<file path="src/rtl/sbg_pkg.sv">
package sbg_pkg;

    typedef enum logic [3:0] {
        CMD_INH,
        CMD_NOP,
        CMD_ACT,
        CMD_RD,
        CMD_WR,
        CMD_BST,
        CMD_PRE,
        CMD_REF,
        CMD_LMR
    } cmd_e;

    typedef enum logic [2:0] {
        ST_IDLE  = 3'd0,
        ST_OPEN  = 3'd1,
        ST_ROW   = 3'd2,
        ST_RD    = 3'd3,
        ST_WR    = 3'd4,
        ST_CLOSE = 3'd5,
        ST_RD_AP = 3'd6,
        ST_WR_AP = 3'd7
    } bank_st_e;

    typedef struct packed {
        bank_st_e st;
        logic     ill;
        logic     cke_prev;
        logic     drain;
    } ctl_s;

endpackage

</file>
<file path="src/rtl/sbg_cmd_decode.sv">
module sbg_cmd_decode
    import sbg_pkg::*;
(
    input  logic cs_n,
    input  logic ras_n,
    input  logic cas_n,
    input  logic we_n,
    output cmd_e cmd
);
    always_comb begin
        if (cs_n) begin
            cmd = CMD_INH;
        end else begin
            case ({ras_n, cas_n, we_n})
                3'b111:  cmd = CMD_NOP;
                3'b011:  cmd = CMD_ACT;
                3'b101:  cmd = CMD_RD;
                3'b100:  cmd = CMD_WR;
                3'b110:  cmd = CMD_BST;
                3'b010:  cmd = CMD_PRE;
                3'b001:  cmd = CMD_REF;
                default: cmd = CMD_LMR;
            endcase
        end
    end
endmodule

</file>
<file path="src/rtl/sbg_legal.sv">
module sbg_legal
    import sbg_pkg::*;
(
    input  bank_st_e st,
    input  cmd_e     cmd,
    output logic     ok
);
    always_comb begin
        if (cmd == CMD_INH || cmd == CMD_NOP) begin
            ok = 1'b1;
        end else begin
            case (st)
                ST_IDLE: ok = (cmd == CMD_ACT) || (cmd == CMD_REF) ||
                              (cmd == CMD_LMR) || (cmd == CMD_PRE);
                ST_ROW:  ok = (cmd == CMD_RD) || (cmd == CMD_WR) ||
                              (cmd == CMD_PRE);
                ST_RD,
                ST_WR:   ok = (cmd == CMD_RD) || (cmd == CMD_WR) ||
                              (cmd == CMD_PRE) || (cmd == CMD_BST);
                default: ok = 1'b0;
            endcase
        end
    end
endmodule

</file>
<file path="src/rtl/sbg_timer.sv">
module sbg_timer #(
    parameter int CW = 2
) (
    input  logic          clk,
    input  logic          rst_n,
    input  logic          en,
    input  logic          load,
    input  logic [CW-1:0] load_val,
    output logic          expired
);
    logic [CW-1:0] cnt_d, cnt_q;

    always_comb begin
        cnt_d = cnt_q;
        if (load) begin
            cnt_d = load_val;
        end else if (en && cnt_q != '0) begin
            cnt_d = cnt_q - 1'b1;
        end
    end

    always_ff @(posedge clk or negedge rst_n) begin
        if (!rst_n) cnt_q <= '0;
        else        cnt_q <= cnt_d;
    end

    assign expired = (cnt_q == '0);
endmodule

</file>
<file path="src/rtl/sdram_bank_guard.sv">
module sdram_bank_guard
    import sbg_pkg::*;
#(
    parameter int T_RCD = 3,
    parameter int T_RP  = 2
) (
    input  logic       clk,
    input  logic       rst_n,
    input  logic       cke,
    input  logic       cs_n,
    input  logic       ras_n,
    input  logic       cas_n,
    input  logic       we_n,
    input  logic       burst_done,
    input  logic       ap_bit,
    output logic [2:0] state_o,
    output logic       illegal_o
);
    localparam int MAX_DLY = (T_RCD > T_RP) ? T_RCD : T_RP;
    localparam int CW      = $clog2(MAX_DLY + 1);
    localparam logic [CW-1:0] RCD_LD = CW'(T_RCD - 1);
    localparam logic [CW-1:0] RP_LD  = CW'(T_RP - 1);

    ctl_s          ctl_d, ctl_q;
    cmd_e          cmd;
    cmd_e          eff;
    logic          ok;
    logic          en;
    logic          t_load;
    logic [CW-1:0] t_val;
    logic          t_exp;

    sbg_cmd_decode u_dec (
        .cs_n (cs_n),
        .ras_n(ras_n),
        .cas_n(cas_n),
        .we_n (we_n),
        .cmd  (cmd)
    );

    sbg_legal u_legal (
        .st (ctl_q.st),
        .cmd(cmd),
        .ok (ok)
    );

    sbg_timer #(.CW(CW)) u_tmr (
        .clk     (clk),
        .rst_n   (rst_n),
        .en      (en),
        .load    (t_load),
        .load_val(t_val),
        .expired (t_exp)
    );

    assign en = ctl_q.cke_prev && cke;

    always_comb begin
        ctl_d          = ctl_q;
        ctl_d.cke_prev = cke;
        ctl_d.ill      = en && !ok;
        eff            = ok ? cmd : CMD_NOP;
        t_load         = 1'b0;
        t_val          = RCD_LD;
        if (en) begin
            case (ctl_q.st)
                ST_IDLE: begin
                    if (eff == CMD_ACT) begin
                        ctl_d.st = ST_OPEN;
                        t_load   = 1'b1;
                        t_val    = RCD_LD;
                    end
                end
                ST_OPEN: begin
                    if (t_exp) ctl_d.st = ST_ROW;
                end
                ST_ROW, ST_RD, ST_WR: begin
                    if (eff == CMD_RD) begin
                        ctl_d.st = ap_bit ? ST_RD_AP : ST_RD;
                    end else if (eff == CMD_WR) begin
                        ctl_d.st = ap_bit ? ST_WR_AP : ST_WR;
                    end else if (eff == CMD_PRE) begin
                        ctl_d.st = ST_CLOSE;
                        t_load   = 1'b1;
                        t_val    = RP_LD;
                    end else if (ctl_q.st != ST_ROW &&
                                 (eff == CMD_BST || burst_done)) begin
                        ctl_d.st = ST_ROW;
                    end
                end
                ST_CLOSE: begin
                    if (t_exp) ctl_d.st = ST_IDLE;
                end
                default: begin
                    if (ctl_q.drain) begin
                        if (t_exp) begin
                            ctl_d.st    = ST_IDLE;
                            ctl_d.drain = 1'b0;
                        end
                    end else if (burst_done) begin
                        ctl_d.drain = 1'b1;
                        t_load      = 1'b1;
                        t_val       = RP_LD;
                    end
                end
            endcase
        end
    end

    always_ff @(posedge clk or negedge rst_n) begin
        if (!rst_n) begin
            ctl_q <= '{st: ST_IDLE, ill: 1'b0, cke_prev: 1'b0, drain: 1'b0};
        end else begin
            ctl_q <= ctl_d;
        end
    end

    assign state_o   = ctl_q.st;
    assign illegal_o = ctl_q.ill;
endmodule

</file>
<file path="config.mk">
export PLATFORM = sky130hd
export DESIGN_NAME = sdram_bank_guard
export DESIGN_NICKNAME = d
export VERILOG_FILES = /design/src/rtl/sbg_pkg.sv /design/src/rtl/sbg_cmd_decode.sv /design/src/rtl/sbg_legal.sv /design/src/rtl/sbg_timer.sv /design/src/rtl/sdram_bank_guard.sv
export SDC_FILE = /design/constraint.sdc
export NUM_CORES = 1
export LEC_CHECK = 0
export ABC_AREA = 0
export BUFFER_PORTS_ARGS = -buffer_cell sky130_fd_sc_hd__buf_2
export CAP_MARGIN = 20
export CORE_MARGIN = 2
export CORE_UTILIZATION = 54
export DETAILED_ROUTE_END_ITERATION = 7
export GPL_ROUTABILITY_DRIVEN = 0
export PLACE_DENSITY = 0.81
export SLEW_MARGIN = 20
export SYNTH_ARGS = -nofsm -noshare
export SYNTH_HDL_FRONTEND = slang
export SYNTH_SLANG_ARGS = --single-unit
</file>
<file path="constraint.sdc">
create_clock -name clk -period 2.3 [get_ports clk]
set_clock_uncertainty 0.1 [all_clocks]
set_input_delay 0.46 -clock clk [delete_from_list [all_inputs] [get_ports clk]]
set_output_delay 0.46 -clock clk [all_outputs]
set_load 0.02 [all_outputs]
</file>
==> run_results.csv <==
group,metric,value,unit
run_status,status,"finished clean",
clock_network,cts.path.max_buffers,2,
grt,grt_remaining_overflow,0,
critical_path,end_kind,"flop",
logic_synthesis,synth_top_family_by_area,"simple AND/OR/NAND/NOR gates",
final_layout,nNetsFinal,109,
clock_network,cts-root-buf,"clkbuf_4",
critical_path,crit_type,"reg2reg",
clock_network,cts_num_sinks,8,
drt,drc,0,
floorplan,core,0.00133,mm²
placed_design,port_buffers,12,
pwr,power_leakage,0.334,nW
drt,vias,678,
critical_path,cp_data_arrival_time,2.01,ns
clock_network,clk_latency,0.25,ns
clock_network,path_clk_slew,0.05,ns
grt,grt_pass1_vias,637,
min_path,min_path_type,"in2reg",
floorplan,chipHeight,42.1,µm
timing,report.final.hold_viol_count,0,
logic_synthesis,syn_area_per_cell,8.73,µm²
clock_network,cts_tree,"built",
timing,post-route-period-util,86.2,%
logic_synthesis,syn-num-nets,100,
final_layout,final_cell_mix,"buf_2, a21oi_1, dfrtp_1, nand2_1, nor2_1",
critical_path,worstPathMaxFanout,12,
grt,antenna_found_initial,0,
final_layout,final_common_cell,"buf_2",
logic_synthesis,yosys.cell_types.count,43,
drt,post_drt_wl_per_cell,13.9,µm
timing,slew_violations,0,
floorplan,ios,13,
logic_synthesis,yosys.area_share.simple,32.3,%
logic_synthesis,yosys_warnings,0,
logic_synthesis,synth_cells,90,
drt,drt_first_pass_iters,4,
logic_synthesis,ys_seq_area_share,25.5,%
clock_network,cts_inserted_buffers,3,
clock_network,cts_setup_buffers,0,
logic_synthesis,synth_edf_count,0,
final_layout,syn_to_final_growth,6.53,%
floorplan,dieArea,0.00178,mm²
timing,setup_tns,0,ns
logic_synthesis,ys_ff_latch,8,
drt,vias_per_cell,6.05,
clock_network,htree_levels,1,
final_layout,antennaDiodeCount,0,
logic_synthesis,synthFlopType,"dfrtp_1",
grt,grt_pass1_wl,2770,µm
drt,totalWireLength,1560,µm
drt,ant_nets,0,
timing,rsz0062_at_grt,"no",
placed_design,placed_cell_area,805,µm²
flow_run,cap_viol_max_count,0,
grt,grtUsageTotal,19.9,%
pwr,irDropWorstVdd,0.000558,V
logic_synthesis,synth_compound_area_share,26.1,%
timing,max_freq,504,MHz
floorplan,core.rowCount,13,
logic_synthesis,synth_fa_ha_area_share,1.59,%
final_layout,stdcell_area,837,µm²
drt,drt-initial-drc-count,16,
timing,period_minus_slack,1.98,ns
floorplan,initial_core_util,58.9,%
logic_synthesis,synth_mux_area_share,2.71,%
floorplan,die_w,42.1,µm
final_layout,fin_util,62.8,%
pwr,p_per_area,976,mW/mm²
critical_path,cp-start-kind,"flop",
grt,grt_max_degree,14,
logic_synthesis,netlist_area,786,µm²
timing,worstMarginPinSlew,0.384,ns
logic_synthesis,synthArstFlopShare,100,%
pwr,total_power,0.817,mW
critical_path,cp_data_required_time,2.32,ns
final_layout,drive_gt1_share,27.8,%
logic_synthesis,synth_xor_area_share,2.23,%
timing,slew-limit-headroom,74.2,%
placed_design,dp_hpwl,1210,µm
timing,setup_violations,0,
stage by stage:
step	std cells	worst slack (ns)	hold slack [ns]
finish	112	0.317	0.241
global route	112	0.159	0.222
CTS	112	0.314	0.228
detailed placement	108	0.221	0.211
global placement	108	0.264	0.207
floorplan	90	0.344	0.0644
path summary, 6_finish.rpt:
check | startpoint | endpoint | slack, ns | depth (start not counted)
worst max-delay path | state_o[2]$_DFFE_PN0P_ | state_o[0]$_DFFE_PN0P_ | 0.32 | 5
worst min-delay path | cke | ctl_q[1]$_DFF_PN0_ | 0.24 | 1
worst max register to register | state_o[2]$_DFFE_PN0P_ | state_o[0]$_DFFE_PN0P_ | 0.32 | 5
worst min register to register | ctl_q[0]$_DFFE_PN0P_ | ctl_q[0]$_DFFE_PN0P_ | 0.42 | 1
max in group asynchronous | rst_n | illegal_o$_DFF_PN0_ | 1.45 | 2
min in group asynchronous | rst_n | ctl_q[0]$_DFFE_PN0P_ | 0.48 | 2
cell families after synthesis:
group,Yosys count
buf+inv,13
mux,2
xor+xnor,2
simple gates,36
flops,8
fa+ha+maj,1
compound gates,28
worst max-delay path, stage by stage, from the launching register on:
cell and delay [ns]:
dfrtp_1 0.55, and4bb_4 0.27, a2111oi_4 0.30, o21ai_2 0.09, a21oi_2 0.21, mux2_1 0.34
cell usage after synthesis (2+ instances only):
library cell / count / area, µm²
a21oi_1: 9 / 45.0
dfrtp_1: 8 / 200
nand2_1: 7 / 26.3
nor2_1: 7 / 26.3
o21ai_0: 6 / 30.0
buf_4: 4 / 30.0
inv_1: 4 / 15.0
buf_2: 3 / 15.0
nand2b_4: 3 / 41.3
a31oi_1: 2 / 12.5
nor3_1: 2 / 10.0
nor4_1: 2 / 12.5
o21bai_1: 2 / 15.0
xnor2_1: 2 / 17.5
registers in the layout, indices dropped and copies added (netlist names):
| register | count |
|---|---|
| state_o | 3 |
| ctl_q | 2 |
| u_tmr.cnt_q | 2 |
| illegal_o | 1 |
layout make-up:
type,count,area (µm²)
Clock buffer,3,22.5
Fill cell,105,497
Inverter,4,15.0
Multi-Input combinational cell,69,510
Sequential cell,8,200
Tap cell,15,18.8
Timing Repair Buffer,13,70.1
what timing repair did:
| item | 4_1_cts | 5_1_grt |
|---|---|---|
| resized for setup | 0 | 0 |
| hold endpoints to repair | 8 | 0 |
| hold buffers | 1 | 0 |
routing by layer:
metal  share of wire [%]  up-vias  global-route usage (%)
met5                   0        -                       0
met4                   0        0                    1.25
met3                 4.7        0                    6.90
met2                  47       14                    34.1
met1                  48      323                    25.5
li1                    -      341                       -
report_power, final:
| group | internal (mW) | switching (mW) |
|---|---|---|
| registers | 0.195 | 0.0929 |
| clock network | 0.0594 | 0.0437 |
| logic | 0.200 | 0.226 |
Power figures use the tool's default switching activity.
